[src/rtl/cmp_timer_pkg.sv]
// Shared types and constants for the compare timer.
// Assumes two channels, each with a two-bit mode field.
package cmp_timer_pkg;
    localparam int NUM_CH = 2;

    typedef enum logic [1:0] {
        MODE_OFF   = 2'b00,
        MODE_RES_A = 2'b01,
        MODE_RES_B = 2'b10,
        MODE_CMP   = 2'b11
    } ch_mode_e;
endpackage

[src/rtl/cmp_counter.sv]
// Up-counter with start load and deferred clear-on-match.
// Provides the value the next step will produce (nxt_val), so that the
// channels can judge a match on the same edge that the counter advances.
// Assumes start has priority over tick.
module cmp_counter #(
    parameter int W = 16
) (
    input  logic         clk,
    input  logic         rst_n,
    input  logic         tick,
    input  logic         start,
    input  logic         clr_req,
    output logic [W-1:0] count,
    output logic [W-1:0] nxt_val,
    output logic         step,
    output logic         zero_ok
);
    logic clr_pend;

    // Next value and qualifiers for the channels.
    always_comb begin
        step    = tick & ~start;
        nxt_val = clr_pend ? '0 : count + {{(W-1){1'b0}}, 1'b1};
        zero_ok = ~clr_pend;
    end

    // Counter register and pending-clear flag.
    always_ff @(posedge clk) begin
        if (!rst_n) begin
            count    <= '0;
            clr_pend <= 1'b0;
        end else if (start) begin
            count    <= '0;
            clr_pend <= 1'b0;
        end else if (tick) begin
            count    <= nxt_val;
            clr_pend <= clr_req;
        end
    end
endmodule

[src/rtl/cmp_channel.sv]
// One compare channel: holds the compare value and judges a match against
// the counter's next value. A zero next value matches only on a wrap.
module cmp_channel
    import cmp_timer_pkg::*;
#(
    parameter int W = 16
) (
    input  logic         clk,
    input  logic         rst_n,
    input  logic         wr_en,
    input  logic [W-1:0] wr_data,
    input  logic [1:0]   mode,
    input  logic         step,
    input  logic [W-1:0] nxt_val,
    input  logic         zero_ok,
    output logic         hit
);
    logic [W-1:0] cmp_q;

    // Compare register write.
    always_ff @(posedge clk) begin
        if (!rst_n) begin
            cmp_q <= '0;
        end else if (wr_en) begin
            cmp_q <= wr_data;
        end
    end

    // Match judgement on the value the coming step produces.
    always_comb begin
        hit = step && (ch_mode_e'(mode) == MODE_CMP) && (cmp_q == nxt_val)
              && ((|nxt_val) || zero_ok);
    end
endmodule

[src/rtl/cmp_outctl.sv]
// Output controller: registers the per-channel match pulses and toggles
// the timer output once per cycle with any match.
module cmp_outctl #(
    parameter int N = 2
) (
    input  logic         clk,
    input  logic         rst_n,
    input  logic [N-1:0] hit,
    output logic [N-1:0] irq,
    output logic         tout
);
    // Pulse and toggle registers.
    always_ff @(posedge clk) begin
        if (!rst_n) begin
            irq  <= '0;
            tout <= 1'b0;
        end else begin
            irq  <= hit;
            tout <= tout ^ (|hit);
        end
    end
endmodule

[src/rtl/cmp_timer.sv]
// Top of the dual-channel compare timer. Channel 0 may clear the counter
// on its match; channel 1 never touches the counter.
module cmp_timer
    import cmp_timer_pkg::*;
#(
    parameter int W = 16
) (
    input  logic         clk,
    input  logic         rst_n,
    input  logic         tick,
    input  logic         start,
    input  logic [1:0]   wr_en,
    input  logic [W-1:0] wr_data,
    input  logic [1:0]   mode0,
    input  logic [1:0]   mode1,
    input  logic         clr_en,
    output logic         irq0,
    output logic         irq1,
    output logic         tout,
    output logic [W-1:0] count
);
    logic [W-1:0]      nxt_val;
    logic              step;
    logic              zero_ok;
    logic [NUM_CH-1:0] hit;
    logic [NUM_CH-1:0] irq;
    logic [1:0]        mode_a [NUM_CH];
    logic              clr_req;

    // Gather per-channel mode fields and the clear request.
    always_comb begin
        mode_a[0] = mode0;
        mode_a[1] = mode1;
        clr_req   = hit[0] & clr_en;
    end

    cmp_counter #(.W(W)) u_cnt (
        .clk(clk), .rst_n(rst_n), .tick(tick), .start(start),
        .clr_req(clr_req), .count(count), .nxt_val(nxt_val),
        .step(step), .zero_ok(zero_ok)
    );

    for (genvar k = 0; k < NUM_CH; k++) begin : g_ch
        cmp_channel #(.W(W)) u_ch (
            .clk(clk), .rst_n(rst_n), .wr_en(wr_en[k]), .wr_data(wr_data),
            .mode(mode_a[k]), .step(step), .nxt_val(nxt_val),
            .zero_ok(zero_ok), .hit(hit[k])
        );
    end

    cmp_outctl #(.N(NUM_CH)) u_out (
        .clk(clk), .rst_n(rst_n), .hit(hit), .irq(irq), .tout(tout)
    );

    assign irq0 = irq[0];
    assign irq1 = irq[1];
endmodule

[config.mk]
export PLATFORM = sky130hd
export DESIGN_NAME = cmp_timer
export DESIGN_NICKNAME = d
export VERILOG_FILES = /design/src/rtl/cmp_timer_pkg.sv /design/src/rtl/cmp_counter.sv /design/src/rtl/cmp_channel.sv /design/src/rtl/cmp_outctl.sv /design/src/rtl/cmp_timer.sv
export SDC_FILE = /design/constraint.sdc
export NUM_CORES = 1
export LEC_CHECK = 0
export BUFFER_PORTS_ARGS = -buffer_cell sky130_fd_sc_hd__buf_2
export CAP_MARGIN = 20
export CORE_MARGIN = 2
export CORE_UTILIZATION = 45
export DETAILED_ROUTE_END_ITERATION = 10
export PLACE_DENSITY = 0.66
export SYNTH_ARGS = -nofsm -noshare
export SYNTH_HDL_FRONTEND = slang
export SYNTH_HIERARCHICAL = 1
export SYNTH_SLANG_ARGS = --single-unit
[constraint.sdc]
create_clock -name clk -period 3.1 [get_ports clk]
set_clock_uncertainty 0.2 [all_clocks]
set_input_delay 0.31 -clock clk [delete_from_list [all_inputs] [get_ports clk]]
set_output_delay 0.31 -clock clk [all_outputs]
set_load 0.01 [all_outputs]
# Word level (Yosys, flattened, before mapping)
# Index checks and enable logic that the tools add are counted.
word_totals:
  in_bits: 27
  rom_bits: 0
  register_bits: 52
  ram_bits: 0
  latchBits: 0
  n_memories: 0
  word_cells: 28
classes:
  eq_ne: 4
  magnitude_cmp: 0
  shifts: 0
  n_bitwise: 6
  n_mux: 1
  div: 0
  reduce_logical: 10
  add_sub_neg: 1
  n_mul: 0
ops:
  columns: ["cell", "count"]
  rows:
  - ["$eq 16x16->1", 2]
  - ["$add 16x1->16 const B", 1]
  - ["$mux 16", 1]
  - ["$reduce_or 16->1", 1]
  - ["$logic_and 1x1->1", 6]
  - ["$eq 2x2->1 const B", 2]
  - ["$reduce_or 2->1", 2]
  - ["$not 1->1", 3]
  - ["$and 1x1->1", 2]
  - ["$logic_or 1x1->1", 1]
  - ["$xor 1x1->1", 1]

# Logic depth before layout (Yosys ltp)
# Gate-level depths: netlist of the first run.
logic_depth:
  word_depth: 7
  depth_mapped: 12
  depth_no_buf: 12

# By module
# Netlist of the first run, hierarchy kept.
by_module_without_submodules:
  columns: ["module", "area_per_inst_um2", "cells_per_inst", "instances"]
  rows:
  - ["cmp_channel", 840.8, 80, 2]
  - ["cmp_counter", 1179.9, 155, 1]
  - ["cmp_outctl", 91.3, 8, 1]
  - ["cmp_timer", 6.3, 1, 1]

# Worst setup path after synthesis of the first run
# OpenSTA, ideal clock, no wires.
synth_timing:
  path_type: "flip-flop to flip-flop"
  startpoint: "reg u_cnt.count[0]"
  endpoint: "reg u_out.tout"
  n_path_buf: 0
  required_ns: 2.785
  setup_time_ns: 0.115
  path_stages_with_launch: 12
  t_arrival_ns: 2.580
  path_slack_ns: 0.205
  cell_sequence: "dfxtp_1 > ha_1 > nand3_2 > or3_1 > xor2_1 > nor2_1 > nor4_1 > nand4_1 > nor4_2 > nor4_2 > or3_1 > and3_1"
synth_between:
  elab_chain_cells: 7
  word_cells_on_any_way: 12
  cone_classes: "1 x add/sub; 2 x eq/ne; 1 x mux; 1 x bitwise; 7 x reduce/logical"
synth_rtl:
  columns: ["item", "line_no", "rtl"]
  rows:
  - ["from (decl)", "cmp_counter.sv:13", "output logic [W-1:0] count,"]
  - ["from (signal assigned)", "cmp_counter.sv:36", "count <= nxt_val;"]
  - ["$add 16x1->16 (*)", "cmp_counter.sv:23", "nxt_val = clr_pend ? '0 : count + {{(W-1){1'b0}}, 1'b1};"]
  - ["$mux 16 (*)", "cmp_counter.sv:23", null]
  - ["via nxt_val[8]", "cmp_timer.sv:22", "logic [W-1:0] nxt_val;"]
  - ["$eq 16x16->1 or $reduce_or 16->1 (tied branches)", "cmp_channel.sv:31, cmp_channel.sv:32", null]
  - ["$logic_and 1x1->1 or $logic_or 1x1->1 (tied branches)", "cmp_channel.sv:31, cmp_channel.sv:32", null]
  - ["$logic_and 1x1->1 (*)", "cmp_channel.sv:32", "&& ((|nxt_val) || zero_ok);"]
  - ["via hit[1]", "cmp_timer.sv:25", "logic [NUM_CH-1:0] hit;"]
  - ["$reduce_or 2->1 (*)", "cmp_outctl.sv:19", "tout <= tout ^ (|hit);"]
  - ["$xor 1x1->1 (*)", "cmp_outctl.sv:19", null]
  - ["to (signal assigned)", "cmp_outctl.sv:19", null]
  - ["to (decl)", "cmp_outctl.sv:10", "output logic tout"]
# Mark *: on every way through the listed nets, which the timed path passes. The rest lies on a longest branch.
# A chain may end at the register's enable or synchronous reset.

# Final worst setup path of the first run
layout_timing:
  startpoint: "reg u_cnt.count[4]"
  endpoint: "reg u_out.tout"
# Same word-level chain as after synthesis.

==> results of run 1 <==
-- cell usage in the layout (no fill, tap or decap), drive strengths merged --
| cell | count |
|---|---|
| nand4 | 9 |
| or3 | 5 |
| nand2b | 3 |
| clkbuf | 5 |
| nand3 | 7 |
| clkinv | 2 |
| inv | 6 |
| and2 | 3 |
| nand3b | 1 |
| and3 | 2 |
| nor2 | 30 |
| or3b | 3 |
| buf | 64 |
| a21oi | 7 |
| a21o | 2 |
| xor2 | 24 |
| dfxtp | 52 |
| ha | 1 |
| nor3 | 5 |
| a32o | 1 |
| nand2 | 19 |
| a31oi | 4 |
| nor4b | 1 |
| o31ai | 2 |
| mux2i | 40 |
| a211o | 1 |
| o21ai | 3 |
| xnor2 | 19 |
| nor4 | 19 |
| o311ai | 1 |
| nor2b | 36 |
| or4 | 2 |
-- synthesized netlist by cell type (3+ instances only) --
cell,number,share of area
mux2i_1,40,0.14
nand3_1,4,0.0068
or3b_2,3,0.0089
a31oi_1,4,0.0085
nand2_1,19,0.024
nor4_1,7,0.015
inv_1,5,0.0063
xnor2_1,19,0.056
nand2b_1,3,0.0063
dfxtp_1,52,0.35
nor2b_1,36,0.076
nor4_2,12,0.051
clkbuf_1,11,0.014
buf_4,5,0.013
nand3_2,3,0.010
nor2_1,30,0.038
o21ai_0,3,0.0051
or3_1,5,0.011
nand4_1,8,0.017
nor3_1,4,0.0068
a21oi_1,7,0.012
xor2_1,24,0.071
-- area by class of cell --
type / instances / area, sq um
clock buffers: 5 / 68.8
clock inverters: 3 / 22.5
fillers: 578 / 2770
inverters: 5 / 18.8
multi-input cells: 250 / 1960
flip-flops and latches: 52 / 1050
well taps: 77 / 96.3
repair buffers: 64 / 368
-- through the flow --
stage,std cells,hold slack (ns),instance area [sq um]
2_1_floorplan,324,0.237,2960
3_3_place_gp,443,0.306,3300
3_5_place_dp,443,0.313,3300
4_1_cts,451,0.0617,3390
5_1_grt,456,0.0623,3580
6_report,456,0.0643,3580
-- worst register-to-register path: stages, from the launching register on --
cell and delay, ns:
dfxtp_1 0.43, nand3_4 0.23, or3_4 0.46, xor2_1 0.16, nor2_2 0.22, xor2_1 0.11, nor4_2 0.24, nand3_1 0.17
nor4_4 0.35, o21ai_0 0.11, and3_1 0.18
-- logic make-up (layout without fill, tap and decap cells) --
logic type	Yosys count	count (layout)	synth area share
compound gates	21	21	0.0448
xor+xnor	43	43	0.127
fa+ha+maj	1	1	0.00423
buf+inv	22	77	0.0343
flops	52	52	0.352
mux	40	40	0.135
simple gates	145	145	0.302
-- sequential cells by signal (all words and copies together), names as in the netlist --
register,count
g_ch.u_ch/cmp_q,32
u_cnt/count,16
u_out/irq,2
u_cnt/clr_pend,1
u_out/tout,1
-- how the worst max path moves through the flow --
stage	cells past startpoint	from	to	slack (ns)
after CTS	10	u_cnt/count[2]$_SDFFE_PP0P_	u_cnt/clr_pend$_SDFFE_PP0P_	0.11
after floorplan	11	u_cnt/count[0]$_SDFFE_PP0P_	u_out/tout$_SDFF_PN0_	0.20
after detailed placement	9	u_cnt/count[2]$_SDFFE_PP0P_	u_out/tout$_SDFF_PN0_	0.15
after global routing	11	u_cnt/count[4]$_SDFFE_PP0P_	u_cnt/clr_pend$_SDFFE_PP0P_	-0.03
after global placement	10	u_cnt/count[6]$_SDFFE_PP0P_	u_out/tout$_SDFF_PN0_	0.20
final	10	u_cnt/count[4]$_SDFFE_PP0P_	u_out/tout$_SDFF_PN0_	0.12
-- power breakdown --
| part | switching, W | total, W | internal, W |
|---|---|---|---|
| registers | 0.0000184 | 0.000712 | 0.000693 |
| logic | 0.0000765 | 0.000148 | 0.0000715 |
| clock network | 0.000240 | 0.000403 | 0.000162 |
| total | 0.000335 | 0.00126 | 0.000927 |
-- per-layer routing --
metal	part of all wire	GRT usage	vias to the layer above	wire (um)
met2	0.48	0.301	46	3400
met4	0.013	0.0476	0	94
met1	0.47	0.270	1155	3320
met3	0.043	0.0428	7	308
li1	-	-	1225	-
met5	0	0	-	0
-- repair_timing --
item / 4_1_cts / 5_1_grt
resized for setup: 0 / 36
endpoints found under the setup margin: 0 / 2
hold buffers: 0 / 0
setup buffers: 0 / 5
==> flow_summary.json, run 1 <==
{
  "status": "complete, no violations",
  "hold_path_class": "in2reg",
  "wire_per_inst_um": 15.6,
  "start_util": 0.466,
  "synth_edf_count": 0,
  "max_freq_mhz": 336,
  "hpwl_um": 5030,
  "worstPathMaxFanout": 10,
  "gp_congestion": 0.837,
  "worstPathRequired_ns": 3.11,
  "setup_ws_ns": 0.123,
  "dp_slack_ns": 0.149,
  "syn_avg_cell_area_sq_um": 9.13,
  "power.density_nw_per_um2": 352,
  "overflow": 0,
  "routed-via-count": 2433,
  "period_needed_ns": 2.98,
  "cts.reportedPaths.clkPinSlew_ns": 0.10,
  "cts.htree.levels": 2,
  "die-area_sq_um": 7240,
  "tns_ns": 0,
  "r2r_cells": 10,
  "finalCritPeriodShare": 0.960,
  "arrival_ns": 2.98,
  "clk_path_buf_depth": 2,
  "reg2reg_from": "u_cnt/count[4]$_SDFFE_PP0P_",
  "die_x_um": 85.1,
  "cp_num_buf_inv": 0,
  "crit_top_cell": "xor2_1",
  "area_delta_synth_final_pct": 21.1,
  "clock_sinks": 52,
  "grt_pass1_vias": 2255,
  "p_leak_nw": 1.62,
  "cts_tree": "built",
  "synth_cell_types": 37,
  "syn_inst": 324,
  "drv_slew": 0,
  "grt_first_pass_wirelength_um": 11200,
  "drt-initial-drc-count": 137,
  "final_antenna_net_count": 0,
  "diodes": 0,
  "core_sq_um": 6350,
  "max_slew_margin": 0.526,
  "async_flop_share": 0,
  "seq_area_frac_synth": 0.352,
  "antenna_found_initial": 0,
  "slowest_delay_ns": 0.45,
  "grt_start_max_net_pins": 37,
  "p_total_w": 0.00126,
  "crit_type": "reg2reg",
  "yosys_register_bits": 52,
  "placementRows": 29,
  "endpoint_kind": "flop",
  "path_cells": "nand3_4 > or3_4 > xor2_1 > nor2_2 > xor2_1 > nor4_2 > nand3_1 > nor4_4 > o21ai_0 > and3_1",
  "startpoint_type": "flop",
  "syn_nets": 352,
  "nNetsFinal": 406,
  "rrSetupSlack_ns": 0.12,
  "grt_util_all_layers": 0.192,
  "drive_gt1_frac": 0.301,
  "critPathSlowestCell": "or3_4",
  "cts_root_buf": "clkbuf_8",
  "wl_um": 7120,
  "dieHeight_um": 85.1,
  "drv_cap": 0,
  "clk_latency_ns": 0.32,
  "cp_top_family": "simple AND/OR/NAND/NOR gates",
  "setup_viol": 0,
  "hold_depth": 3,
  "ir_drop_mv": 0.197,
  "drt-vias-per-instance": 5.34,
  "portBuffers": 45,
  "io_pins": 46,
  "tightest_slew_ns": 0.711,
  "worst_r2r_endpoint": "u_out/tout$_SDFF_PN0_",
  "finalHoldViolCount": 0,
  "numCtsBuffers": 5,
  "drtPass1Iterations": 4,
  "worstHoldStart": "wr_data[1]",
  "worstHoldEndpoint": "g_ch[1].u_ch/cmp_q[1]$_SDFFE_PN0P_",
  "final_core_util": 0.564,
  "yosys_warnings": 6,
  "drc": 0,
  "syn_area_sq_um": 2960,
  "synth_ff_type": "dfxtp_1"
}
Note: power is estimated with default switching activity, not from simulation.
==> inputs of run 2 (changes only) <==
==> constraint.sdc (replaced) <==
create_clock -name clk -period 3.1 [get_ports clk]
set_clock_uncertainty 0.2 [all_clocks]
set_input_delay 0.62 -clock clk [delete_from_list [all_inputs] [get_ports clk]]
set_output_delay 0.62 -clock clk [all_outputs]
set_load 0.01 [all_outputs]
==> run 2 against run 1 <==
  * Hold slack better by 0.27 ns
  * Die area is the same
  * Register-to-register slack better by 0.09 ns
==> flow_summary.json, run 2 (synthesis gave the netlist of run 1 again) <==
{
  "status": "complete, no violations",
  "cts.htree.levels": 2,
  "die-area_sq_um": 7240,
  "tightest_slew_ns": 0.531,
  "p_total_w": 0.00126,
  "diodes": 0,
  "power.density_nw_per_um2": 350,
  "setup_viol": 0,
  "drt-met1-wl_um": 3290,
  "crit_type": "reg2reg",
  "hold_path_class": "reg2reg",
  "ir_drop_mv": 0.271,
  "p_leak_nw": 1.62,
  "dieHeight_um": 85.1,
  "slowest_delay_ns": 0.36,
  "cts_hold_buf": 0,
  "arrival_ns": 2.89,
  "drive_gt1_frac": 0.302,
  "period_needed_ns": 2.88,
  "drt-vias-per-instance": 5.41,
  "worstPathMaxFanout": 6,
  "critPathLaunch": "u_cnt/count[0]$_SDFFE_PP0P_",
  "portBuffers": 45,
  "drc": 0,
  "routed-via-count": 2476,
  "area_delta_synth_final_pct": 21.8,
  "met2RoutedLength_um": 3490,
  "drv_cap": 0,
  "cts_tree": "built",
  "critPathSlowestCell": "or3_1",
  "drtPass1Iterations": 4,
  "die_x_um": 85.1,
  "worstPathRequired_ns": 3.11,
  "grt_first_pass_wirelength_um": 11200,
  "placementRows": 29,
  "cp_num_buf_inv": 1,
  "numCtsBuffers": 5,
  "crit_top_cell": "nor4_2",
  "rrSetupSlack_ns": 0.22,
  "io_pins": 46,
  "endpoint_kind": "flop",
  "path_cells": "buf_4 > nand4_4 > nor4_4 > xnor2_1 > nor2_1 > nor4_2 > nand4_1 > nor4_2 > nor4_2 > or3_1 > and3_1",
  "finalCritPeriodShare": 0.930,
  "final_cell_mix": "buf_2, dfxtp_1, mux2i_1",
  "final_common_cell": "buf_2",
  "grt_pass1_vias": 2266,
  "drt-initial-drc-count": 160,
  "gp_congestion": 0.845,
  "final_antenna_net_count": 0,
  "tns_ns": 0,
  "path_depth": 11,
  "wire_per_inst_um": 15.9,
  "grt_start_max_net_pins": 37,
  "nNetsFinal": 408,
  "cts.reportedPaths.clkPinSlew_ns": 0.10,
  "reg2reg_from": "u_cnt/count[0]$_SDFFE_PP0P_",
  "top_layer": "met4",
  "max_slew_margin": 0.646,
  "clock_sinks": 52,
  "met3_length_um": 392,
  "final_core_util": 0.567,
  "drv_slew": 0,
  "clk_latency_ns": 0.32,
  "max_freq_mhz": 347,
  "startpoint_type": "flop",
  "finalHoldViolCount": 0,
  "placed_cell_area_sq_um": 3320,
  "largest_registers": "g_ch.u_ch/cmp_q: 32 flops, u_cnt/count: 16 flops, u_out/irq: 2 flops",
  "hpwl_um": 5090,
  "antenna_found_initial": 0,
  "core_sq_um": 6350,
  "largest_reg_flops": 32,
  "grt_util_all_layers": 0.192,
  "fill_cells": 587,
  "start_util": 0.466,
  "clk_path_buf_depth": 2,
  "regMostFlops": "g_ch.u_ch/cmp_q",
  "crit_end": "u_out/tout$_SDFF_PN0_",
  "r2r_cells": 11,
  "worst_r2r_endpoint": "u_out/tout$_SDFF_PN0_",
  "overflow": 0,
  "cp_top_family": "simple AND/OR/NAND/NOR gates",
  "final_area_sq_um": 3600,
  "cts_root_buf": "clkbuf_8",
  "wl_um": 7290
}
## run 2: cell types whose count changed in the layout (fill, tap and decap cells not counted), sizes merged
cell,previous run,this run
clkbuf,5,6
nand3,7,8
clkinv,2,1
inv,6,5
nand4,9,10
clkinvlp,0,1
## run 2: where the power goes
part	switching, W	internal, W	leakage (nW)	total, W
clock network	0.000238	0.000161	0.0414	0.000399
registers	0.0000183	0.000693	0.430	0.000712
logic	0.0000768	0.0000728	1.15	0.000150
## run 2: worst register-to-register path: stages, from the launching register on
cell	delay (ns)
dfxtp_1	0.35
buf_4	0.17
nand4_4	0.18
nor4_4	0.34
xnor2_1	0.16
nor2_1	0.12
nor4_2	0.24
nand4_1	0.14
nor4_2	0.27
nor4_2	0.09
or3_1	0.36
and3_1	0.16
## run 2: per-layer routing
metal  vias up  GRT usage
met3        10     0.0457
met2        59      0.301
met5         -          0
li1       1237          -
met1      1170      0.264
met4         0     0.0563
## run 2: metrics by stage
step	worst slack (ns)	hold slack, ns	instances
3_3_place_gp	0.210	0.305	445
4_1_cts	0.0771	0.336	453
3_5_place_dp	0.135	0.319	445
2_1_floorplan	0.205	0.303	324
6_report	0.218	0.337	458
5_1_grt	-0.0420	0.360	458
## run 2: final cells by class
class,instances,area [sq um],share of cell area
timing repair buffer,64,368,0.102
tap,77,96.3,0.0267
clock buffer,6,72.6,0.0201
multi-input combinational,252,1980,0.550
inverter,5,18.8,0.00521
clock inverter,2,16.3,0.00451
sequential,52,1050,0.292
## run 2: how the worst min path moves through the flow
stage | slack (ns) | endpoint | cells after the start | from
finish | 0.34 | u_cnt/count[6]$_SDFFE_PP0P_ | 2 | u_cnt/count[6]$_SDFFE_PP0P_
CTS | 0.34 | u_cnt/count[6]$_SDFFE_PP0P_ | 2 | u_cnt/count[6]$_SDFFE_PP0P_
floorplan | 0.30 | g_ch[0].u_ch/cmp_q[10]$_SDFFE_PN0P_ | 2 | g_ch[0].u_ch/cmp_q[10]$_SDFFE_PN0P_
global route | 0.36 | g_ch[1].u_ch/cmp_q[5]$_SDFFE_PN0P_ | 2 | g_ch[1].u_ch/cmp_q[5]$_SDFFE_PN0P_
global placement | 0.30 | u_cnt/count[6]$_SDFFE_PP0P_ | 2 | u_cnt/count[6]$_SDFFE_PP0P_
detailed placement | 0.32 | u_cnt/count[6]$_SDFFE_PP0P_ | 2 | u_cnt/count[6]$_SDFFE_PP0P_
## run 2: repair_timing
item,in CTS,in global routing
setup buffers,0,3
endpoints found under the hold margin,0,0
setup endpoints to repair,0,2
resized for setup,0,33
